<file path="config.mk">
export PLATFORM = sky130hd
export DESIGN_NAME = vbm_bank_map
export DESIGN_NICKNAME = d
export VERILOG_FILES = /design/src/rtl/vbm_pkg.sv /design/src/rtl/vbm_cfg_regs.sv /design/src/rtl/vbm_bank_decode.sv /design/src/rtl/vbm_data_path.sv /design/src/rtl/vbm_bank_map.sv
export SDC_FILE = /design/constraint.sdc
export NUM_CORES = 1
export LEC_CHECK = 0
export BUFFER_PORTS_ARGS = -buffer_cell sky130_fd_sc_hd__buf_2
export CORE_AREA = 2 2 234 236
export CTS_BUF_LIST = sky130_fd_sc_hd__clkbuf_4 sky130_fd_sc_hd__clkbuf_8
export DETAILED_ROUTE_END_ITERATION = 10
export DIE_AREA = 0 0 236 238
export MAX_ROUTING_LAYER = met4
export PLACE_DENSITY = 0.35
export SYNTH_ARGS = -nofsm -noshare
export SYNTH_HDL_FRONTEND = slang
export SYNTH_SLANG_ARGS = --single-unit
</file>
<file path="constraint.sdc">
create_clock -name clk_i -period 6.4 [get_ports clk_i]
set_input_delay 0.64 -clock clk_i [delete_from_list [all_inputs] [get_ports clk_i]]
set_output_delay 0.64 -clock clk_i [all_outputs]
set_load 0.005 [all_outputs]
</file>
<file path="src/rtl/vbm_pkg.sv">
package vbm_pkg;
  localparam int NUM_BANKS  = 9;
  localparam int SLOT_SHIFT = 14;
  localparam int SLOT_BITS  = 10;
  localparam int ADDR_W     = SLOT_SHIFT + SLOT_BITS;
  localparam int BADDR_W    = 17;
  localparam int IDX_W      = 4;

  typedef struct packed {
    logic       valid;
    logic [2:0] win;
    logic [7:0] start;
    logic [6:0] rep;
  } map_t;

  function automatic int bank_slots(input int b);
    if (b < 4) return 8;
    if (b == 4) return 4;
    if (b == 7) return 2;
    return 1;
  endfunction

  function automatic int bank_abits(input int b);
    return SLOT_SHIFT + $clog2(bank_slots(b));
  endfunction

  function automatic logic [7:0] direct_base(input int b);
    case (b)
      0: return 8'd0;
      1: return 8'd8;
      2: return 8'd16;
      3: return 8'd24;
      4: return 8'd32;
      5: return 8'd36;
      6: return 8'd37;
      7: return 8'd38;
      default: return 8'd40;
    endcase
  endfunction

  // obj=1 pushes large banks past the window for selects 2,3
  function automatic logic [7:0] grp_ofs(input int b, input logic [1:0] osel, input logic obj);
    if (b < 4) return (obj && osel[1]) ? 8'd128 : {3'b0, osel, 3'b0};
    if (b == 5) return {5'b0, osel[1], 1'b0, osel[0]};
    return 8'd0;
  endfunction

  function automatic map_t bank_map(input int b, input logic [2:0] code, input logic [1:0] osel);
    map_t m;
    m = '0;
    case (code)
      3'd0: begin
        m.valid = 1'b1; m.win = 3'd4; m.rep = 7'd64; m.start = direct_base(b);
      end
      3'd1: begin
        m.valid = 1'b1;
        if (b >= 7) begin
          m.win = 3'd1; m.rep = 7'd4; m.start = (b == 8) ? 8'd2 : 8'd0;
        end else begin
          m.win = 3'd0; m.rep = 7'd32; m.start = grp_ofs(b, osel, 1'b0);
        end
      end
      3'd2: begin
        if (b == 8) begin
          m.valid = 1'b1; m.win = 3'd3; m.rep = 7'd1;
        end else if (b != 2 && b != 3) begin
          m.valid = 1'b1; m.win = 3'd2; m.rep = 7'd16; m.start = grp_ofs(b, osel, 1'b1);
        end
      end
      3'd4: begin
        if (b == 2 || b == 3) begin
          m.valid = 1'b1; m.win = (b == 2) ? 3'd1 : 3'd3; m.rep = 7'd8;
        end
      end
      default: m = '0;
    endcase
    return m;
  endfunction
endpackage

</file>
<file path="src/rtl/vbm_cfg_regs.sv">
module vbm_cfg_regs
  import vbm_pkg::*;
#(
  parameter int NB = NUM_BANKS
) (
  input  logic                 clk_i,
  input  logic                 rst_ni,
  input  logic                 we_i,
  input  logic [IDX_W-1:0]     sel_i,
  input  logic [7:0]           byte_i,
  output logic [NB-1:0][7:0]   cfg_o
);
  for (genvar b = 0; b < NB; b++) begin : g_reg
    always_ff @(posedge clk_i or negedge rst_ni) begin
      if (!rst_ni)                               cfg_o[b] <= 8'h00;
      else if (we_i && sel_i == IDX_W'(b))       cfg_o[b] <= byte_i;
    end
  end
endmodule

</file>
<file path="src/rtl/vbm_bank_decode.sv">
module vbm_bank_decode
  import vbm_pkg::*;
#(
  parameter int BANK = 0
) (
  input  logic [7:0]         cfg_i,
  input  logic [ADDR_W-1:0]  addr_i,
  output logic               hit_o,
  output logic [BADDR_W-1:0] baddr_o
);
  localparam int AB = bank_abits(BANK);
  localparam logic [7:0] NSL = 8'(bank_slots(BANK));

  logic [SLOT_BITS-1:0] slot;
  logic [7:0] pos, diff, wrap;
  map_t m;
  logic unused_bits;

  assign slot = addr_i[SLOT_SHIFT +: SLOT_BITS];
  assign pos  = {2'b00, slot[5:0]};
  assign unused_bits = ^{slot[6], cfg_i[6:5]};

  always_comb begin
    m     = bank_map(BANK, cfg_i[2:0], cfg_i[4:3]);
    diff  = pos - m.start;
    wrap  = diff & {1'b0, m.rep - 7'd1};
    hit_o = cfg_i[7] && m.valid && (slot[9:7] == m.win) && (pos >= m.start) && (wrap < NSL);
  end

  assign baddr_o = BADDR_W'(addr_i[AB-1:0]);
endmodule

</file>
<file path="src/rtl/vbm_data_path.sv">
module vbm_data_path #(
  parameter int NB     = 9,
  parameter int DATA_W = 32
) (
  input  logic [NB-1:0]             hit_i,
  input  logic                      we_i,
  input  logic [NB-1:0][DATA_W-1:0] rdata_i,
  output logic [NB-1:0]             we_o,
  output logic [DATA_W-1:0]         rdata_o
);
  assign we_o = hit_i & {NB{we_i}};

  always_comb begin
    rdata_o = '0;
    for (int b = 0; b < NB; b++)
      if (hit_i[b]) rdata_o |= rdata_i[b];
  end
endmodule

</file>
<file path="src/rtl/vbm_bank_map.sv">
module vbm_bank_map
  import vbm_pkg::*;
#(
  parameter int DATA_W = 32
) (
  input  logic                          clk_i,
  input  logic                          rst_ni,
  input  logic                          cfg_we_i,
  input  logic [IDX_W-1:0]              cfg_sel_i,
  input  logic [7:0]                    cfg_byte_i,
  input  logic [ADDR_W-1:0]             cpu_addr_i,
  input  logic                          cpu_we_i,
  input  logic [DATA_W-1:0]             cpu_wdata_i,
  output logic [DATA_W-1:0]             cpu_rdata_o,
  output logic [NUM_BANKS-1:0]          bank_sel_o,
  output logic [NUM_BANKS-1:0]          bank_we_o,
  output logic [NUM_BANKS*BADDR_W-1:0]  bank_addr_o,
  output logic [DATA_W-1:0]             bank_wdata_o,
  input  logic [NUM_BANKS*DATA_W-1:0]   bank_rdata_i
);
  logic [NUM_BANKS-1:0][7:0] cfg;
  logic [NUM_BANKS-1:0]      hit;

  vbm_cfg_regs #(.NB(NUM_BANKS)) u_cfg (
    .clk_i  (clk_i),
    .rst_ni (rst_ni),
    .we_i   (cfg_we_i),
    .sel_i  (cfg_sel_i),
    .byte_i (cfg_byte_i),
    .cfg_o  (cfg)
  );

  for (genvar b = 0; b < NUM_BANKS; b++) begin : g_bank
    vbm_bank_decode #(.BANK(b)) u_dec (
      .cfg_i   (cfg[b]),
      .addr_i  (cpu_addr_i),
      .hit_o   (hit[b]),
      .baddr_o (bank_addr_o[b*BADDR_W +: BADDR_W])
    );
  end

  vbm_data_path #(.NB(NUM_BANKS), .DATA_W(DATA_W)) u_dp (
    .hit_i   (hit),
    .we_i    (cpu_we_i),
    .rdata_i (bank_rdata_i),
    .we_o    (bank_we_o),
    .rdata_o (cpu_rdata_o)
  );

  assign bank_sel_o   = hit;
  assign bank_wdata_o = cpu_wdata_i;
endmodule

</file>
# After elaboration in Yosys (flattened, before gate mapping)
# Index checks and enable logic that the tools add are counted.
op_classes:
  n_addsub: 18
  n_mul: 0
  n_div: 0
  n_lt_le_gt_ge: 18
  n_eq_ne: 35
  n_shift: 0
  n_mux: 40
  n_bitwise: 18
  reduce_logical: 55
ops:
  columns: ["operator", "n"]
  rows:
  - ["one-hot mux 19 bit (3 select lines)", 7]
  - ["two-way mux 32 bit", 9]
  - ["OR 32 bit", 8]
  - ["AND 8 x 7 -> 8 bit", 9]
  - ["subtractor 7 x 1 -> 7 bit (second input constant)", 9]
  - ["greater-or-equal comparator 6 x 8 -> 1 bit", 7]
  - ["subtractor 6 x 8 -> 8 bit", 7]
  - ["logical AND 1 bit", 45]
  - ["one-hot mux 7 bit (3 select lines)", 2]
  - ["less-than comparator 8 x 4 -> 1 bit (second input constant)", 4]
  - ["two-way mux 8 bit", 4]
  - ["equality test 3 x 1 -> 1 bit (second input constant)", 9]
  - ["equality test 3 bit", 9]
  - ["zero test 3 bit", 9]
  - ["less-than comparator 8 x 1 -> 1 bit (second input constant)", 3]
  - ["one-hot mux 4 bit (3 select lines)", 2]
  - ["equality test 3 x 2 -> 1 bit (second input constant)", 7]
  - ["two-way mux 5 bit", 4]
  - ["one-hot mux 5 bit (2 select lines)", 2]
  - ["equality test 4 x 3 -> 1 bit (second input constant)", 4]
  - ["subtractor 6 x 5 -> 7 bit", 2]
  - ["greater-or-equal comparator 6 x 5 -> 1 bit", 2]
  - ["AND 9 bit", 1]
  - ["equality test 4 x 2 -> 1 bit (second input constant)", 2]
  - ["8 further kinds", 17]
word_totals:
  regBits: 72
  latchBits: 0
  mem_bits_rw: 0
  mem_bits_ro: 0
  inputBits: 360
  out_inout_bits: 235
  word_cells: 193
  memories: 0

# Logic depth before layout (Yosys ltp)
# Gate-level depths: netlist of run 1.
logic_depth:
  word_depth: 25
  depth_mapped: 18
  depth_no_buf: 15

# Hierarchy
# A second synthesis of run 1 with hierarchy kept.
hier_totals:
  cells_unflattened: 830
  area_unflattened_um2: 8080.2
by_module_without_submodules:
  columns: ["module", "n_inst", "cells_per_inst", "area_per_inst_um2", "seq_area_each_um2"]
  rows:
  - ["vbm_cfg_regs", 1, 161, 2796.4, 1801.7]
  - ["vbm_data_path", 1, 203, 1715.4, 0.0]
  - ["vbm_bank_decode at g_bank[8].u_dec", 1, 53, 431.7, 0.0]
  - ["vbm_bank_decode at g_bank[7].u_dec", 1, 56, 422.9, 0.0]
  - ["vbm_bank_decode at g_bank[5].u_dec", 1, 54, 419.2, 0.0]
  - ["vbm_bank_decode at g_bank[1].u_dec", 1, 54, 411.6, 0.0]
  - ["vbm_bank_decode at g_bank[0].u_dec", 1, 45, 362.8, 0.0]
  - ["vbm_bank_decode at g_bank[2].u_dec", 1, 48, 349.1, 0.0]
  - ["vbm_bank_decode at g_bank[3].u_dec", 1, 46, 349.1, 0.0]
  - ["vbm_bank_decode at g_bank[6].u_dec", 1, 44, 339.1, 0.0]
  - ["vbm_bank_decode at g_bank[4].u_dec", 1, 34, 242.7, 0.0]
  - ["vbm_bank_map", 1, 32, 240.2, 0.0]

# Worst setup path before layout of run 1
# Ideal clock, no wire load.
synth_timing:
  path_kind: "reg2out"
  startpoint: "register u_cfg.cfg_o[57] in the netlist's numbering"
  endpoint: "output cpu_rdata_o[10]"
  arrival_ns: 3.606
  required_time_ns: 5.760
  setup_slack_ns: 2.154
  stages_incl_launch_ff: 16
  path_buffers: 2
  path_cell_list: "dfrtp_1 or3b_4 ha_1 ha_1 nor4_1 ha_1 inv_1 fa_1 nor3_1 xnor2_1 a221o_1 buf_6 nor3_4 buf_6 a22oi_1 nand4_1"
synth_via:
  elab_chain_cells: 9
  word_cells_on_any_way: 17
  cone_classes: "add/sub (2); order compare (2); eq/ne (3); mux (3); bitwise (2); reduce/logical (5)"
synth_lines:
  columns: ["item", "line", "source"]
  rows:
  - ["start, declared", "vbm_cfg_regs.sv:11", "output logic [NB-1:0][7:0] cfg_o"]
  - ["start signal, assigned by index", "vbm_cfg_regs.sv:16", "else if (we_i && sel_i == IDX_W'(b)) cfg_o[b] <= byte_i;"]
  - ["equality test 3 x 2 -> 1 bit, or another cell as far along", "vbm_pkg.sv:51", "case (code)"]
  - ["one-hot mux 19 bit (3 select lines) *", "vbm_pkg.sv:51", null]
  - ["subtractor 6 x 8 -> 8 bit, or another cell as far along", "vbm_bank_decode.sv:25", "diff = pos - m.start;"]
  - ["AND 8 x 7 -> 8 bit / logical AND 1 bit (equally long branches)", "vbm_bank_decode.sv:26, vbm_bank_decode.sv:27", null]
  - ["less-than comparator 8 x 2 -> 1 bit / logical AND 1 bit (equally long branches)", "vbm_bank_decode.sv:27", "hit_o = cfg_i[7] && m.valid && (slot[9:7] == m.win) && (pos >= m.start) && (wrap < NSL);"]
  - ["logical AND 1 bit *", "vbm_bank_decode.sv:27", null]
  - ["two-way mux 32 bit *", "vbm_data_path.sv:16", "if (hit_i[b]) rdata_o |= rdata_i[b];"]
  - ["OR 32 bit", "vbm_data_path.sv:16", null]
  - ["two-way mux 32 bit *", "vbm_data_path.sv:16", null]
  - ["end, declared", "vbm_bank_map.sv:14", "output logic [DATA_W-1:0] cpu_rdata_o,"]
# Every way passes the cells marked *; elsewhere a longest branch is shown, timed or not.

# Final worst setup path of run 1
layout_timing:
  startpoint: "register u_cfg.cfg_o[56] in the netlist's numbering"
  endpoint: "output cpu_rdata_o[3]"
# Same word-level chain as after synthesis.

==> run_results.csv, run 1 <==
group,metric,value,unit
critical_path,worstSetupStartpoint,"u_cfg.cfg_o[56]",
sta,tightest_slew,1210,ps
critical_path,timing.rr.start,"u_cfg.cfg_o[8]",
die,row_count,85,
critical_path,start_kind,"register",
clock_tree,post_cts_buffers,0,
logic_synthesis,seq_area_frac_synth,16.1,%
logic_synthesis,synthesis.area,0.00717,mm²
route,route.detailed.drc,0,
route,viasPerCell,4.30,
logic_synthesis,synth_cells,838,
die,die_area,0.0562,mm²
critical_path,required,5760,ps
final_layout,fillers,6173,
clock_tree,cts.sinks,46,
clock_tree,numCtsBuffers,5,
flow_run,drv_cap,0,
hold_path,min_from,"u_cfg.cfg_o[20]",
critical_path,path_max_fanout,26,
logic_synthesis,ys_ff_latch,46,
global_route,grt_overflow,0,
clock_tree,cts_tree,"done",
clock_tree,cts_hold_buf,0,
clock_tree,htreeDepth,2,
sta,slew_headroom,19.0,%
clock_tree,clock_tree.root_cell,"clkbuf_8",
logic_synthesis,synth_ff_type,"dfrtp_1",
critical_path,r2r_cells,1,
place,place.gp.congestion,0.854,
pwr,power.static_leakage,3.87,nW
outcome,status,"finished, final reports clean",
route,wl,50700,µm
global_route,grt_pass1_wl,65700,µm
sta,finalClockSkew,0,ps
critical_path,path_class,"register to primary output",
place,dp_hpwl,42300,µm
sta,min_period,5750,ps
route,routedWlPerCell,29.6,µm
die,die_w,236,µm
final_layout,largest_register_ffs,46,
hold_path,hold_path_class,"register to register",
sta,fmax,174,MHz
final_layout,fin_nets,1407,
clock_tree,clockBufferDepth,2,
global_route,grt_max_degree,47,
sta,timing.setup.tns,0,ps
die,fp.dieH,238,µm
route,final_antenna_net_count,0,
logic_synthesis,synth_edf_count,0,
clock_tree,clk_latency,310,ps
global_route,antenna_found_initial,16,
sta,setup-violations-final,0,
pwr,vdd_drop_max,0.0774,mV
clock_tree,cts_resized,0,
hold_path,hold_depth,1,
hold_path,holdPathEnd,"u_cfg.cfg_o[20]",
final_layout,fin_cells,1710,
die,num_io_pins,595,
die,fp.coreArea,0.0535,mm²
critical_path,worstReg2RegEnd,"u_cfg.cfg_o[8]",
route,dr.pass1.iters,7,
place,port_buffers,375,
global_route,first_global_vias,7346,
final_layout,multi_input_area,0.00428,mm²
critical_path,r2r_setup_slack,5490,ps
final_layout,layout_common_cells,"buf_2, mux2_2, dfrtp_1",
logic_synthesis,synthArstFlopShare,100,%
clock_tree,cts.clk_slew.worst_paths,90,ps
final_layout,largestRegisters,"u_cfg.cfg_o: 46 flops",
logic_synthesis,ys_warn_count,0,
sta,drv_slew,0,
pwr,powerDensity,159,mW/mm²
final_layout,syn_to_final_growth,18.6,%
route,via_count,7345,
die,start_util,13.4,%
sta,finalCritPeriodShare,89.8,%
critical_path,cp-end-kind,"primary output",
critical_path,cp.arrival,5110,ps
global_route,grt_use_total,17.7,%
sta,hold_viol,0,
final_layout,ff_latch_area,0.00115,mm²
logic_synthesis,syn_avg_cell_area,8.56,µm²
final_layout,layout-drive-gt1-share,46.7,%
logic_synthesis,yosys.cell_types.count,77,
final_layout,regMostFlops,"u_cfg.cfg_o",
route,drtIter0Drc,626,
place,placedCellCount,1691,
final_layout,final_common_cell,"buf_2",
sta,rsz0062_at_grt,"no",
-- where the power goes --
| part | internal [mW] | leakage, nW | total [mW] | switching [mW] |
|---|---|---|---|---|
| Combinational | 0.331 | 3.26 | 0.735 | 0.404 |
| Sequential | 0.358 | 0.563 | 0.434 | 0.0765 |
| Clock | 0.0769 | 0.0442 | 0.184 | 0.107 |
-- synthesized netlist by cell type (6+ instances only) --
cell type,instances,share of area (%)
buf_4,195,20
dfrtp_1,46,16
mux2_2,46,7.2
ha_1,40,7.0
nand2_1,38,2.0
inv_1,33,1.7
nor3b_1,30,3.1
nand3_1,29,2.0
nor2_1,28,1.5
a22oi_1,26,2.7
a222oi_1,24,3.3
a22o_1,23,2.8
clkbuf_1,20,1.0
buf_2,17,1.2
nor4_1,17,1.5
a221oi_1,14,1.7
and3_1,14,1.2
a21oi_1,12,0.84
or3_1,12,1.0
and2_1,11,0.96
a311oi_1,10,1.2
nand2b_1,10,0.87
nand4_1,10,0.87
a32o_1,9,1.3
xor2_1,9,1.1
o21ai_0,8,0.56
xnor2_1,8,0.98
a2111oi_2,6,1.3
nor3_1,6,0.42
-- worst max-delay path: stages, from the launching register on --
cell      delay (ps)
dfrtp_1          430
nor3b_1          370
inv_1             90
ha_1             230
ha_1             220
nor4_1           450
ha_1             270
inv_1             50
fa_1             410
nor3_1           240
xnor2_1          140
a221o_1          430
nor3_4            80
buf_4            250
a222oi_1         670
nand3_1          210
buf_2            210
-- worst max-delay path by stage --
stage | endpoint | slack [ps] | cells after the start
final | cpu_rdata_o[3] | 650 | 16
after global routing | cpu_rdata_o[3] | 140 | 16
after CTS | cpu_rdata_o[3] | 600 | 16
after detailed placement | cpu_rdata_o[3] | 960 | 16
after global placement | cpu_rdata_o[3] | 1010 | 16
after floorplan | cpu_rdata_o[10] | 2150 | 15
-- cell type report --
cell class / count / share of cell area [%]
antenna: 11 / 0.324
clock buffer: 5 / 0.809
clock inverter: 3 / 0.250
inverter: 33 / 1.46
multi-input combinational: 530 / 50.3
sequential: 46 / 13.5
tap: 696 / 10.2
timing repair buffer: 386 / 23.0
-- through the flow --
step	util, %	area [µm²]	setup slack, ps	hold WS [ps]	power (mW)
finish	15.9	8500	650	508	1.35
global route	15.9	8500	136	522	1.48
CTS	15.8	8480	601	512	1.37
detailed placement	15.7	8390	955	491	1.18
global placement	15.7	8390	1010	492	1.17
floorplan	-	7210	2150	344	0.949
-- per-layer routing --
metal,up-vias,part of all wire (%),track usage (%)
met5,-,0,-
met4,0,2.3,4.19
met3,57,14,10.4
met2,462,43,25.7
met1,3546,40,20.7
li1,3280,-,-
-- cell families (layout without fill, tap and decap cells) --
group | count (synthesis) | after routing | share of synthesized area [%]
simple gates | 241 | 241 | 19.8
other cells | 1 | 23 | 0.0523
xor+xnor | 17 | 17 | 2.08
fa+ha+maj | 46 | 46 | 8.51
compound gates | 167 | 167 | 20.8
flops | 46 | 46 | 16.1
mux | 47 | 47 | 7.43
buf+inv | 273 | 427 | 25.3
Power figures use the tool's default switching activity.
==> inputs of run 2 (changes only) <==
==> constraint.sdc (replaced) <==
create_clock -name clk_i -period 6.4 [get_ports clk_i]
set_input_delay 0.64 -clock clk_i [delete_from_list [all_inputs] [get_ports clk_i]]
set_output_delay 0.64 -clock clk_i [all_outputs]
set_load 0.02 [all_outputs]
==> run 2 against run 1 <==
Power grew 2.5%. Combinational power grew 4.4%. Clock power grew 2%. Die area is the same. Sequential power is essentially flat. Final area grew 0.74%. Hold slack lost 85 ps. Cell count grew 0.58%. Critical path depth shrank 1. Global-route usage grew 0.11 points. Core utilization grew 0.12 points.
==> run_results.csv, run 2 (synthesis gave the netlist of run 1 again) <==
group,metric,value,unit
clock_tree,cts_hold_buf,0,
global_route,antenna_found_initial,16,
clock_tree,clockBufferDepth,2,
hold_path,hold_path_class,"input port to asynchronous set/reset pin",
critical_path,required,5760,ps
die,fp.coreArea,0.0535,mm²
die,num_io_pins,595,
critical_path,crit_slowest_cell,"a221o_1",
clock_tree,cts.clk_slew.worst_paths,90,ps
global_route,grt_overflow,0,
sta,drv_slew,0,
final_layout,final_common_cell,"buf_2",
sta,rsz0062_at_grt,"no",
sta,finalClockSkew,0,ps
route,viasPerCell,4.32,
clock_tree,htreeDepth,2,
clock_tree,cts_resized,0,
sta,hold_ws,423,ps
final_layout,largestRegisters,"u_cfg.cfg_o: 46 flops",
route,dr.pass1.iters,5,
pwr,finalPower,1.39,mW
final_layout,largest_register_ffs,46,
sta,min_period,5570,ps
die,row_count,85,
final_layout,syn_to_final_growth,19.5,%
place,port_buffers,375,
clock_tree,post_cts_buffers,0,
final_layout,layout-drive-gt1-share,46.9,%
place,placedCellCount,1696,
clock_tree,cts.sinks,46,
route,drtIter0Drc,549,
sta,timing.setup.tns,0,ps
critical_path,cpMostUsedCell,"ha_1",
final_layout,fillers,6138,
critical_path,critical-path-max-stage-delay,490,ps
place,place.gp.congestion,0.853,
critical_path,path_class,"register to primary output",
final_layout,fin_area,0.00857,mm²
global_route,grt_max_degree,47,
critical_path,path_cells,"or3b_4 > ha_1 > ha_1 > nor4_1 > ha_1 > inv_1 > fa_1 > nor3_1 > xnor2_1 > a221o_1 > nor3_4 > buf_12 > a22oi_1 > nand4_1 > buf_2",
pwr,vdd_drop_max,0.0947,mV
route,wl,50900,µm
global_route,grt_pass1_wl,65900,µm
clock_tree,cts_tree,"done",
die,die_w,236,µm
clock_tree,clock_tree.root_cell,"clkbuf_8",
flow_run,drv_cap,0,
final_layout,regMostFlops,"u_cfg.cfg_o",
final_layout,fin_cells,1720,
die,die_area,0.0562,mm²
die,start_util,13.4,%
sta,slew_headroom,29.0,%
critical_path,cp.arrival,4930,ps
route,final_antenna_net_count,0,
sta,setup-violations-final,0,
sta,fmax,179,MHz
global_route,grt_use_total,17.8,%
final_layout,fin_nets,1412,
global_route,first_global_vias,7452,
critical_path,start_kind,"register",
place,dp_hpwl,43100,µm
final_layout,layout_common_cells,"buf_2, mux2_2, dfrtp_1",
route,via_count,7431,
route,routedWlPerCell,29.6,µm
critical_path,path_max_fanout,25,
sta,finalCritPeriodShare,87.1,%
sta,tightest_slew,1060,ps
pwr,power.static_leakage,3.90,nW
die,fp.dieH,238,µm
sta,hold_viol,0,
clock_tree,clk_latency,310,ps
clock_tree,numCtsBuffers,5,
critical_path,cp-end-kind,"primary output",
place,place_area,0.00844,mm²
outcome,status,"finished, final reports clean",
pwr,powerDensity,162,mW/mm²
route,route.detailed.drc,0,
==> run 2: cell type report <==
type,count,area [µm²],share of cell area (%)
Timing Repair Buffer,391,2010,23.5
Multi-Input combinational cell,530,4280,50.0
Sequential cell,46,1150,13.4
Inverter,33,124,1.45
Tap cell,696,871,10.2
Antenna cell,16,40.0,0.467
Clock inverter,2,13.8,0.161
Clock buffer,6,76.3,0.891
==> run 2: worst max-delay path: cells and delay by family (launching register included) <==
kind | cells | cell delay [ps]
AOI/OAI and AO/OA | 2 | 680
xor gates and xnor gates | 1 | 100
adders and majority gates | 4 | 1090
buffers and inverters | 3 | 570
DFF | 1 | 430
and+or+nand+nor | 5 | 1710
==> run 2: path summary, 6_finish.rpt <==
| check | startpoint | end | slack [ps] | cells past startpoint |
|---|---|---|---|---|
| max | u_cfg.cfg_o[57] | cpu_rdata_o[10] | 830 | 15 |
| min | rst_ni | u_cfg.cfg_o[16] | 420 | 2 |
| max reg2reg | u_cfg.cfg_o[9] | u_cfg.cfg_o[9] | 5490 | 1 |
| min reg2reg | u_cfg.cfg_o[20] | u_cfg.cfg_o[20] | 510 | 1 |
| max in group asynchronous | rst_ni | u_cfg.cfg_o[24] | 5510 | 2 |
| min in group clk_i | u_cfg.cfg_o[20] | u_cfg.cfg_o[20] | 510 | 1 |
==> run 2: per-stage QoR <==
stage / setup slack, ps / util (%)
after global routing: 483 / 16.0
final: 827 / 16.0
after floorplan: 2040 / -
after detailed placement: 1150 / 15.8
after global placement: 1090 / 15.8
after CTS: 780 / 15.9
==> run 2: routing by layer <==
metal  track usage (%)  wire length, µm  share of wire (%)  vias to the layer above
li1                  -                -                  -                     3303
met3              10.3             7090                 14                       53
met2              27.5            23000                 45                      436
met5                 -                0                  0                        -
met4              2.97              650                1.3                        0
met1              20.0            20200                 40                     3639
==> run 2: power by group <==
group          switching [mW]  leakage (nW)  total (mW)  internal [mW]
sequential             0.0744         0.563       0.432          0.358
clock                   0.107        0.0487       0.188         0.0816
combinational           0.434          3.29       0.767          0.332
total                   0.615          3.90        1.39          0.772
